<file path="src/rtl/gpio_bank_pkg.sv">
package gpio_bank_pkg;
    localparam int ADDR_W = 5;

    typedef enum logic [ADDR_W-1:0] {
        A_OE_SET   = 5'h00,
        A_OE_CLR   = 5'h01,
        A_OE_STAT  = 5'h02,
        A_LVL_SET  = 5'h04,
        A_LVL_CLR  = 5'h05,
        A_LVL_STAT = 5'h06,
        A_MSK_SET  = 5'h08,
        A_MSK_CLR  = 5'h09,
        A_MSK_STAT = 5'h0A,
        A_OD_SET   = 5'h0C,
        A_OD_CLR   = 5'h0D,
        A_OD_STAT  = 5'h0E,
        A_PIN_STAT = 5'h10
    } reg_addr_e;
endpackage

</file>
<file path="src/rtl/gpio_setclr_vec.sv">
module gpio_setclr_vec #(
    parameter int              W          = 32,
    parameter int              AW         = 5,
    parameter logic [AW-1:0]   SET_A      = '0,
    parameter logic [AW-1:0]   CLR_A      = '0,
    parameter logic [AW-1:0]   DIR_A      = '0,
    parameter bit              HAS_DIRECT = 1'b0
) (
    input  logic          clk,
    input  logic          rst_n,
    input  logic          wr_en,
    input  logic [AW-1:0] wr_addr,
    input  logic [W-1:0]  wr_data,
    input  logic [W-1:0]  dir_mask,
    output logic [W-1:0]  vec_q
);
    logic          hit_set, hit_clr, hit_dir;
    logic [W-1:0]  vec_d;

    assign hit_set = wr_en && (wr_addr == SET_A);
    assign hit_clr = wr_en && (wr_addr == CLR_A);

    generate
        if (HAS_DIRECT) begin : g_direct
            assign hit_dir = wr_en && (wr_addr == DIR_A);
        end else begin : g_no_direct
            assign hit_dir = 1'b0;
        end
    endgenerate

    always_comb begin
        vec_d = vec_q;
        if (hit_set)      vec_d = vec_q | wr_data;
        else if (hit_clr) vec_d = vec_q & ~wr_data;
        else if (hit_dir) vec_d = (vec_q & ~dir_mask) | (wr_data & dir_mask);
    end

    always_ff @(posedge clk or negedge rst_n) begin
        if (!rst_n) vec_q <= '0;
        else        vec_q <= vec_d;
    end

    // set address raises every written-one bit
    assert_set_bits_R2: assert property (@(posedge clk) disable iff (!rst_n)
        (wr_en && wr_addr == SET_A) |=> ((vec_q & $past(wr_data)) == $past(wr_data)));
    // zero bits of a set word keep their value
    assert_set_keeps_R3: assert property (@(posedge clk) disable iff (!rst_n)
        (wr_en && wr_addr == SET_A) |=> (((vec_q ^ $past(vec_q)) & ~$past(wr_data)) == '0));
    // clear address drops every written-one bit
    assert_clr_bits_R6: assert property (@(posedge clk) disable iff (!rst_n)
        (wr_en && wr_addr == CLR_A) |=> ((vec_q & $past(wr_data)) == '0));
    // direct write never moves a masked-off bit
    assert_direct_mask_R4: assert property (@(posedge clk) disable iff (!rst_n)
        (HAS_DIRECT && wr_en && wr_addr == DIR_A) |=> (((vec_q ^ $past(vec_q)) & ~$past(dir_mask)) == '0));
    // idle bus leaves vector unchanged
    assert_idle_hold_R5: assert property (@(posedge clk) disable iff (!rst_n)
        !wr_en |=> $stable(vec_q));
endmodule

</file>
<file path="src/rtl/gpio_pad_drive.sv">
module gpio_pad_drive #(
    parameter int W = 32
) (
    input  logic [W-1:0] oe_q,
    input  logic [W-1:0] lvl_q,
    input  logic [W-1:0] od_q,
    output logic [W-1:0] pad_oe,
    output logic [W-1:0] pad_out
);
    generate
        for (genvar g = 0; g < W; g++) begin : g_line
            assign pad_oe[g]  = oe_q[g] & (~od_q[g] | ~lvl_q[g]);
            assign pad_out[g] = lvl_q[g];
        end
    endgenerate
endmodule

</file>
<file path="src/rtl/gpio_pin_sync.sv">
module gpio_pin_sync #(
    parameter int W = 32
) (
    input  logic         clk,
    input  logic         rst_n,
    input  logic [W-1:0] pin_in,
    output logic [W-1:0] pin_q
);
    logic [W-1:0] stage1;

    always_ff @(posedge clk or negedge rst_n) begin
        if (!rst_n) begin
            stage1 <= '0;
            pin_q  <= '0;
        end else begin
            stage1 <= pin_in;
            pin_q  <= stage1;
        end
    end

    // second stage follows the first one edge later
    assert_sync_chain_R8: assert property (@(posedge clk) disable iff (!rst_n)
        $past(rst_n) |-> (pin_q == $past(stage1)));
endmodule

</file>
<file path="src/rtl/gpio_out_bank.sv">
module gpio_out_bank
    import gpio_bank_pkg::*;
#(
    parameter int NLINES = 32
) (
    input  logic              clk,
    input  logic              rst_n,
    input  logic              wr_en,
    input  logic [ADDR_W-1:0] wr_addr,
    input  logic [NLINES-1:0] wr_data,
    input  logic              rd_en,
    input  logic [ADDR_W-1:0] rd_addr,
    output logic [NLINES-1:0] rd_data,
    input  logic [NLINES-1:0] pin_in,
    output logic [NLINES-1:0] pad_oe,
    output logic [NLINES-1:0] pad_out
);
    localparam logic [NLINES-1:0] ZERO_V = '0;

    logic [NLINES-1:0] oe_q, lvl_q, msk_q, od_q, pin_q;
    logic [NLINES-1:0] rd_mux;

    gpio_setclr_vec #(.W(NLINES), .AW(ADDR_W), .SET_A(A_OE_SET), .CLR_A(A_OE_CLR),
                      .DIR_A(A_OE_STAT), .HAS_DIRECT(1'b0)) u_oe (
        .clk(clk), .rst_n(rst_n), .wr_en(wr_en), .wr_addr(wr_addr),
        .wr_data(wr_data), .dir_mask(ZERO_V), .vec_q(oe_q));

    gpio_setclr_vec #(.W(NLINES), .AW(ADDR_W), .SET_A(A_LVL_SET), .CLR_A(A_LVL_CLR),
                      .DIR_A(A_LVL_STAT), .HAS_DIRECT(1'b1)) u_lvl (
        .clk(clk), .rst_n(rst_n), .wr_en(wr_en), .wr_addr(wr_addr),
        .wr_data(wr_data), .dir_mask(msk_q), .vec_q(lvl_q));

    gpio_setclr_vec #(.W(NLINES), .AW(ADDR_W), .SET_A(A_MSK_SET), .CLR_A(A_MSK_CLR),
                      .DIR_A(A_MSK_STAT), .HAS_DIRECT(1'b0)) u_msk (
        .clk(clk), .rst_n(rst_n), .wr_en(wr_en), .wr_addr(wr_addr),
        .wr_data(wr_data), .dir_mask(ZERO_V), .vec_q(msk_q));

    gpio_setclr_vec #(.W(NLINES), .AW(ADDR_W), .SET_A(A_OD_SET), .CLR_A(A_OD_CLR),
                      .DIR_A(A_OD_STAT), .HAS_DIRECT(1'b0)) u_od (
        .clk(clk), .rst_n(rst_n), .wr_en(wr_en), .wr_addr(wr_addr),
        .wr_data(wr_data), .dir_mask(ZERO_V), .vec_q(od_q));

    gpio_pad_drive #(.W(NLINES)) u_pad (
        .oe_q(oe_q), .lvl_q(lvl_q), .od_q(od_q), .pad_oe(pad_oe), .pad_out(pad_out));

    gpio_pin_sync #(.W(NLINES)) u_sync (
        .clk(clk), .rst_n(rst_n), .pin_in(pin_in), .pin_q(pin_q));

    always_comb begin
        case (rd_addr)
            A_OE_STAT:  rd_mux = oe_q;
            A_LVL_STAT: rd_mux = lvl_q;
            A_MSK_STAT: rd_mux = msk_q;
            A_OD_STAT:  rd_mux = od_q;
            A_PIN_STAT: rd_mux = pin_q;
            default:    rd_mux = '0;
        endcase
        rd_data = rd_en ? rd_mux : '0;
    end

    // no line is driven unless enabled
    assert_oe_gate_R7: assert property (@(posedge clk) disable iff (!rst_n)
        ((pad_oe & ~oe_q) == '0));
    // an open-drain line never drives a high level
    assert_od_no_high_R7: assert property (@(posedge clk) disable iff (!rst_n)
        ((pad_oe & pad_out & od_q) == '0));
    // idle read port returns zero
    assert_rd_idle_R9: assert property (@(posedge clk) disable iff (!rst_n)
        !rd_en |-> (rd_data == '0));
    // mask empty means a direct write leaves the level vector alone
    assert_empty_mask_R5: assert property (@(posedge clk) disable iff (!rst_n)
        (wr_en && wr_addr == A_LVL_STAT && msk_q == '0) |=> $stable(lvl_q));
endmodule

</file>
<file path="config.mk">
export PLATFORM = sky130hd
export DESIGN_NAME = gpio_out_bank
export DESIGN_NICKNAME = d
export VERILOG_FILES = /design/src/rtl/gpio_bank_pkg.sv /design/src/rtl/gpio_setclr_vec.sv /design/src/rtl/gpio_pad_drive.sv /design/src/rtl/gpio_pin_sync.sv /design/src/rtl/gpio_out_bank.sv
export SDC_FILE = /design/constraint.sdc
export NUM_CORES = 1
export LEC_CHECK = 0
export BUFFER_PORTS_ARGS = -buffer_cell sky130_fd_sc_hd__buf_2
export CAP_MARGIN = 20
export CORE_AREA = 2 2 210 212
export CTS_CLUSTER_DIAMETER = 80
export DETAILED_ROUTE_END_ITERATION = 6
export DIE_AREA = 0 0 212 214
export PLACE_DENSITY = 0.38
export SYNTH_ARGS = -nofsm -noshare
export SYNTH_HDL_FRONTEND = slang
export SYNTH_SLANG_ARGS = --single-unit
</file>
<file path="constraint.sdc">
create_clock -name clk -period 3.3 [get_ports clk]
set_input_delay 0.165 -clock clk [delete_from_list [all_inputs] [get_ports clk]]
set_output_delay 0.165 -clock clk [all_outputs]
set_load 0.02 [all_outputs]
</file>
; ---- Yosys cells after proc, flatten, opt, wreduce, memory -nomap -nowiden
; Index checks and enable logic that the tools add are counted.
; W data, S select, Z words.
[word_totals]
input_bits = 78
ff_bits = 192
out_inout_bits = 96
word_cells = 185
[classes]
eq_ne = 13
muxes = 11
bitwise = 141
n_reduce_logical = 14
[op_table]
columns = operator, n
row1 = $mux W32, 10
row2 = $and A32 B32 Y32, 6
row3 = $or A32 B32 Y32, 5
row4 = $pmux W32 S5, 1
row5 = $not A1 Y1, 64
row6 = $not A32 Y32, 2
row7 = $and A1 B1 Y1, 32
row8 = $or A1 B1 Y1, 32
row9 = $eq A5 B4 Y1 const B, 6
row10 = $eq A5 B3 Y1 const B, 4
row11 = $logic_and A1 B1 Y1, 9
row12 = $reduce_bool A2 Y1, 3
row13 = $eq A5 B1 Y1 const B, 1
row14 = $eq A5 B2 Y1 const B, 1
row15 = $eq A5 B5 Y1 const B, 1
row16 = $logic_not A5 Y1, 1
row17 = $reduce_bool A3 Y1, 1

; ---- Depth between registers and ports, before layout
; Gate-level depths: netlist (run 1).
[depth]
ltp_word = 6
mapped_depth = 7
ltp_nobuf = 3

; ---- Cells and area by module
; Synthesis (run 1) repeated with hierarchy kept, for this count alone.
[hier_totals]
hier_cells = 1025
area_unflattened_um2 = 11113.2
[modules_own_cells]
columns = module, seq_area_each_um2, area_per_inst_um2, cells_each, n_inst
row1 = gpio_setclr_vec at u_lvl, 800.8, 2657.5, 255, 1
row2 = gpio_pin_sync, 1601.5, 1601.5, 64, 1
row3 = gpio_setclr_vec at u_oe, 800.8, 1577.8, 150, 1
row4 = gpio_setclr_vec at u_msk, 800.8, 1576.5, 150, 1
row5 = gpio_setclr_vec at u_od, 800.8, 1554.0, 148, 1
row6 = gpio_out_bank, 0.0, 1545.2, 194, 1
row7 = gpio_pad_drive, 0.0, 600.6, 64, 1

; ---- Worst setup path after synthesis (run 1)
; OpenSTA, ideal clock, no wires.
[synth_timing]
kind = input-to-output
start = input rd_addr[0]
end = output rd_data[21]
slack_ns = 1.566
path_buffers = 2
t_required_ns = 3.135
cell_stages = 5
t_arrival_ns = 1.569
path_cell_list = or4b_1 > clkbuf_1 > clkbuf_1 > o22a_1 > a21oi_1
[synth_between]
elab_chain_cells = 3
elab_cells_between_ends = 7
classes_between = eq/ne: 5 / mux: 2
[synth_rtl]
columns = item, line
row1 = "start, declared", gpio_out_bank.sv:12  ; input logic [ADDR_W-1:0] rd_addr,
row2 = "$eq A5 B5 Y1, or another cell as far along", gpio_out_bank.sv:50  ; case (rd_addr)
row3 = $pmux W32 S5 *, gpio_out_bank.sv:50
row4 = $mux W32 *, gpio_out_bank.sv:58  ; rd_data = rd_en ? rd_mux : '0;
row5 = "end, declared", gpio_out_bank.sv:13  ; output logic [NLINES-1:0] rd_data,
; Mark *: on every way between the ends. The rest lies on a longest branch, timed or not.

; ---- Worst setup path after layout (run 1)
[layout_timing]
start = input rd_addr[0]
end = output rd_data[13]
; The elaborated chain is that of the path after synthesis.

==> results of run 1 <==
==> routing by layer <==
metal | GRT usage [%] | wire, um | vias up
met4 | 4.81 | 486 | 0
li1 | - | - | 3635
met3 | 4.00 | 1790 | 33
met5 | 0 | 0 | -
met2 | 23.9 | 15600 | 199
met1 | 22.2 | 17000 | 3952
==> power by group through the flow <==
stage          Sequential (uW)  Combinational (uW)  Clock, uW
6_report                  2840                1260       2280
5_1_grt                   2880                1370       2470
4_1_cts                   2840                1280       2380
3_5_place_dp              2890                1240          0
3_3_place_gp              2880                1250          0
2_1_floorplan             2890                 662          0
==> metrics by stage <==
step                setup WS, ns  hold WS (ns)  cell area (um^2)  total power [uW]  util [%]
global route               0.928        0.0272             12500              6710      29.0
CTS                        0.988      0.000163             12500              6510      29.0
finish                     0.993        0.0491             12500              6380      29.1
global placement            1.02         0.274             11400              4130      26.5
detailed placement         0.992         0.274             11400              4120      26.5
floorplan                   1.57        -0.131              9850              3550         -
==> worst max-delay path by stage <==
stage / to / slack (ns) / depth (start not counted)
3_3_place_gp: rd_data[25] / 1.02 / 6
2_1_floorplan: rd_data[21] / 1.57 / 5
4_1_cts: rd_data[12] / 0.99 / 5
3_5_place_dp: rd_data[12] / 0.99 / 5
5_1_grt: rd_data[8] / 0.93 / 5
6_report: rd_data[13] / 0.99 / 5
==> final cells by class <==
| class | count | area (um^2) |
|---|---|---|
| Timing Repair Buffer | 241 | 1550 |
| Antenna cell | 3 | 7.51 |
| Fill cell | 4454 | 30400 |
| Clock buffer | 23 | 458 |
| Clock inverter | 9 | 156 |
| Tap cell | 585 | 732 |
| Inverter | 2 | 10.0 |
| Sequential cell | 192 | 4800 |
| Multi-Input combinational cell | 595 | 4750 |
==> worst max-delay path: cells and delay by family <==
family                 cells  cell delay (ns)
and+or+nand+nor            1             1.11
AOI/OAI and AO/OA          2             0.51
buffers and inverters      2             0.31
==> logic make-up (layout without fill, tap and decap cells) <==
family	count (synthesis)	in the layout	share of synthesized area (%)
DFF	192	192	48.8
buffers and inverters	90	275	3.98
other	0	3	0
AOI/OAI and AO/OA	137	137	10.1
and+or+nand+nor	298	298	19.7
muxes	160	160	17.5
==> cell usage in the layout, fill, tap and decap left out, drive strengths merged, types with 2 or more instances in the layout <==
cell type / n
mux2: 96
bufinv: 4
diode: 3
a21boi: 32
dlygate4sd3: 48
nand2: 30
nor4: 35
mux2i: 64
and2: 2
inv: 3
nor4b: 33
nor2b: 2
clkbuf: 24
nor3b: 33
nor3: 28
dfrtp: 192
nand2b: 31
nand3: 96
clkinv: 2
buf: 192
nor2: 2
o22a: 32
or4b: 2
clkinvlp: 2
nand4bb: 2
a41oi: 26
a21oi: 43
==> what timing repair did <==
| action | CTS | global route |
|---|---|---|
| hold buffers | 48 | 0 |
| setup buffers | 0 | 0 |
| hold endpoints to repair | 132 | 0 |
==> metrics.yaml, run 1 <==
cp.required_ns: 3.13
grt_setup_unrepaired: "no"
setup_violations: 0
slew_viol_final: 0
die-width_um: 212
post_cts_resized: 0
clkPwrFrac_pct: 35.7
layout-drive-gt1-share_pct: 33.3
place_congestion: 0.726
maxCapViolCount: 0
tritoncts: "built"
yosys.cell_types.count: 34
synth_most_common_cell: "dfrtp_1"
cts_buffers: 17
drc_errors: 0
cts_buffer_depth: 2
r2r_slack_ns: 2.27
die_area_um2: 45400
wire_per_inst_um: 21.1
finalNonFillerCells: 1650
rows: 76
clock_latency_ns: 0.50
power_leakage_uw: 0.00516
grt_max_degree: 84
io_pins: 174
netlist_top_cells_count: "dfrtp_1 (192), nand3_1 (96), mux2_2 (91), mux2i_1 (64), clkbuf_1 (62)"
clk_pin_slew_ns: 0.07
switching_share_pct: 30.6
synth.net_count: 955
synth_edf_count: 0
htreeDepth: 4
crit_type: "in -> out"
tns_ns: 0
syn_avg_cell_area_um2: 11.2
core_area_um2: 42900
track_usage_pct: 15.9
cp.arrival_ns: 2.14
finalNetCount: 1127
clock_sinks: 192
antenna_found_initial: 2
ir_drop_mv: 0.369
worst_path_most_repeated_cell: "buf_2"
max_freq_mhz: 433
outcome: "completed"
slowest_stage: "or4b_2"
cp_max_fo: 32
postSynth.asyncResetShare_pct: 100
internal_power_uw: 4430
startpoint: "rd_addr[0]"
worstHoldPathType: "in -> reg"
syn_to_final_growth_pct: 26.6
power_switching_uw: 1950
grt-ovfl-total: 0
hp-start: "wr_data[8]"
root_buffer: "clkbuf_16"
synth_top_area_share_pct: 48.8
vias: 7819
ant_nets: 0
r2r_cells: 3
synth_ff_type: "dfrtp_1"
min_period_over_period_pct: 69.9
yosysTopAreaCell: "dfrtp_1"
seq_power_share_pct: 44.5
cp_cell_sequence: "buf_2 > or4b_2 > o22a_1 > a21oi_1 > buf_2"
holdPathStages: 3
drt_iter0_markers: 475
worst_setup_path_start_kind: "input pin"
die_y_um: 214
finClkSkew_ns: 0.00808
port_buffers: 173
dp_cells: 1567
first_global_vias: 7943
wl_um: 34900
synth_seq_cells: 192
power_density_nw_per_um2: 512
max_slew.worst_pin.slew_ns: 0.961
slowest_delay_ns: 1.11
start_util_pct: 23.0
seq_area_frac_synth_pct: 48.8
final_hold_viol_count: 0
hpwl_um: 22100
end_kind: "primary output"
synth_area_leaders: "dfrtp_1 (49%), mux2_2 (10%), mux2i_1 (6.5%), nand3_1 (4.9%), nor3b_2 (3.8%)"
synth_area_um2: 9850
ys_warn_count: 0
viasPerCell: 4.74
relSlewSlack_pct: 35.9
synth_cells: 877
grt_pass1_wl_um: 52800
dr.pass1.iters: 5
min_period_ns: 2.31
power_frac_comb_pct: 19.8
(Power assumes the default switching activity.)
==> run 2: changes to the inputs <==
- ABC_AREA: default -> 1
- CORE_AREA: 2 2 210 212 -> 2 2 214 216
- DIE_AREA: 0 0 212 214 -> 0 0 216 218
- clock period: 3.3 -> 2.4 ns (I/O delays scaled with it)
==> metrics.yaml, run 2 <==
post-route-util_pct: 29.3  # +0.28 points
synth_edf_count: 0  # unchanged
wl_um: 41700  # +20%
clk_pin_slew_ns: 0.08  # about the same
post_cts_resized: 0  # unchanged
synth_most_common_cell: "nand2_1"
synth_top_area_share_pct: 47.0  # -1.8 points
port_buffers: 173  # unchanged
finalInstanceArea_um2: 13200  # +5.7%
setup_violations: 0  # unchanged
ys_warn_count: 0  # unchanged
drt_iter0_markers: 662  # +39%
grt-ovfl-total: 0  # unchanged
hpwl_um: 28300  # +28%
min_period_over_period_pct: 76.3
relSlewSlack_pct: 47.4  # +12 points
slowest_stage: "dfrtp_1"
seq_area_frac_synth_pct: 47.0  # -1.8 points
start_util_pct: 22.8  # -0.20 points
track_usage_pct: 18.1  # +2.2 points
die_y_um: 218  # +1.9%
cts_buffer_depth: 2  # unchanged
finalNetCount: 1701  # +51%
postSynth.asyncResetShare_pct: 100  # unchanged
syn_to_final_growth_pct: 28.9
die_area_um2: 47100  # +3.8%
finClkSkew_ns: 0.00780  # -0.000273 ns
cp_cell_sequence: "a21boi_0 > buf_2"
timing.critical_path.buf_inv: 1  # -1
syn_avg_cell_area_um2: 7.30  # -35%
dr.pass1.iters: 5  # unchanged
synth_ff_type: "dfrtp_1"
ant_nets: 0  # unchanged
layout-drive-gt1-share_pct: 16.3  # -17 points
first_global_vias: 9720  # +22%
slew_viol_final: 0  # unchanged
worstHoldPathType: "in -> reg"
power_density_nw_per_um2: 586  # +14%
synth_area_leaders: "dfrtp_1 (47%), nand2_1 (16%), o21ai_0 (8.5%), nand3_1 (8.1%), inv_1 (5.0%)"
hold_slack_ns: 0.139  # +0.0897 ns
ir_drop_mv: 0.454  # +23%
critical-path-top-delay-family: "flip-flops"
synth_area_um2: 10200  # +3.8%
dpl_worst_slack_ns: 0.622  # -0.370 ns
end_kind: "primary output"
max_freq_mhz: 546
root_buffer: "clkbuf_16"
rows: 78  # +2.6%
maxCapViolCount: 0  # unchanged
die-width_um: 216  # +1.9%
clock_latency_ns: 0.50  # about the same
htreeDepth: 4  # unchanged
grt_setup_unrepaired: "no"
io_pins: 174  # unchanged
wire_per_inst_um: 18.7  # -12%
yosysTopAreaCell: "dfrtp_1"
drc_errors: 0  # unchanged
antenna_found_initial: 2  # unchanged
fillers: 4855  # +9.0%
crit_type: "reg -> out"
final_hold_viol_count: 0  # unchanged
cts_buffers: 17  # unchanged
power_leakage_uw: 0.00696  # +35%
min_period_ns: 1.83
netlist_top_cells_count: "nand2_1 (424), dfrtp_1 (192), o21ai_0 (173), nand3_1 (165), inv_1 (135)"
clock_sinks: 192  # unchanged
synth_cells: 1400  # +60%
tritoncts: "built"
slowest_delay_ns: 0.51  # -0.60 ns
synth_seq_cells: 192  # unchanged
cp_max_fo: 6  # -81%
final_common_cell: "nand2_1"
vias: 10100  # +29%
cp.arrival_ns: 1.71  # -0.43 ns
place_area_um2: 12000  # +5.2%
final_cell_mix: "nand2_1 (424), dfrtp_1 (192), o21ai_0 (173)"
viasPerCell: 4.53  # -4.5%
worst_slack_ns: 0.570  # -0.423 ns
grt_max_degree: 74  # -12%
synth.net_count: 1478  # +55%
yosys.cell_types.count: 22  # -35%
tns_ns: 0  # unchanged
cp.required_ns: 2.28  # -0.85 ns
place_congestion: 0.798  # +9.9%
outcome: "completed"
grt_pass1_wl_um: 62500  # +19%
max_slew.worst_pin.slew_ns: 0.788  # -0.173 ns
core_area_um2: 44900  # +4.7%
worst_setup_path_start_kind: "register"
==> run 2: cell count changes in the layout (fill, tap and decap cells not counted), sizes merged, moves of 70 or more <==
| cell | change |
|---|---|
| mux2 | -96 |
| nand2 | +394 |
| o21ai | +191 |
| nor2 | +106 |
| nand3 | +70 |
| inv | +144 |
==> run 2: final timing paths <==
path	startpoint	to	slack, ns	cells past startpoint
max	register	pad_oe[31]	0.57	2
min	wr_en	register	0.14	4
max reg2reg	register	register	1.24	8
min reg2reg	u_sync.stage1[19]	u_sync.pin_q[19]	0.35	0
max in group asynchronous	rst_n	async pin	1.43	3
min in group asynchronous	rst_n	async pin	0.23	2
==> run 2: area by class of cell <==
class,instances,area [um^2],share of cell area [%]
Sequential cell,192,4800,36.5
Multi-Input combinational cell,991,4570,34.7
Timing Repair Buffer,281,1950,14.8
Tap cell,600,751,5.70
Inverter,140,526,3.99
Clock buffer,19,443,3.36
Clock inverter,13,126,0.959
Antenna cell,1,2.50,0.0190
==> run 2: repair_timing <==
item                                   in CTS  in global routing
buffers inserted                            0                  0
endpoints found under the hold margin     201                  0
hold buffers                               65                  0
==> run 2: logic make-up after synthesis <==
| family | Yosys count | share of synthesized area, % |
|---|---|---|
| compound gates | 225 | 11.8 |
| buf+inv | 217 | 8.63 |
| flops | 192 | 47.0 |
| simple gates | 766 | 32.5 |
==> run 2: per-stage QoR <==
stage / std cells / power, uW
after floorplan: 1400 / 4190
after global placement: 2139 / 4760
after detailed placement: 2139 / 4760
after CTS: 2236 / 7850
after global routing: 2236 / 8110
final: 2237 / 7720
==> run 2: worst min-delay path: cells and delay by family <==
| family | cells | cell delay (ns) |
|---|---|---|
| buffers and inverters | 2 | 0.31 |
| AND/OR/NAND/NOR | 1 | 0.09 |
| AO/OA/AOI/OAI | 1 | 0.07 |
==> run 2: report_power, final <==
group	switching [uW]	internal [uW]
logic	697	385
clock network	1470	1480
registers	196	3490
==> run 2: routing by layer <==
layer | GRT usage [%] | vias up | wire (um)
met1 | 25.1 | 4840 | 20200
met2 | 27.7 | 267 | 18800
li1 | - | 4971 | -
met3 | 4.81 | 41 | 2160
met5 | 0 | - | 20
met4 | 4.95 | 4 | 589
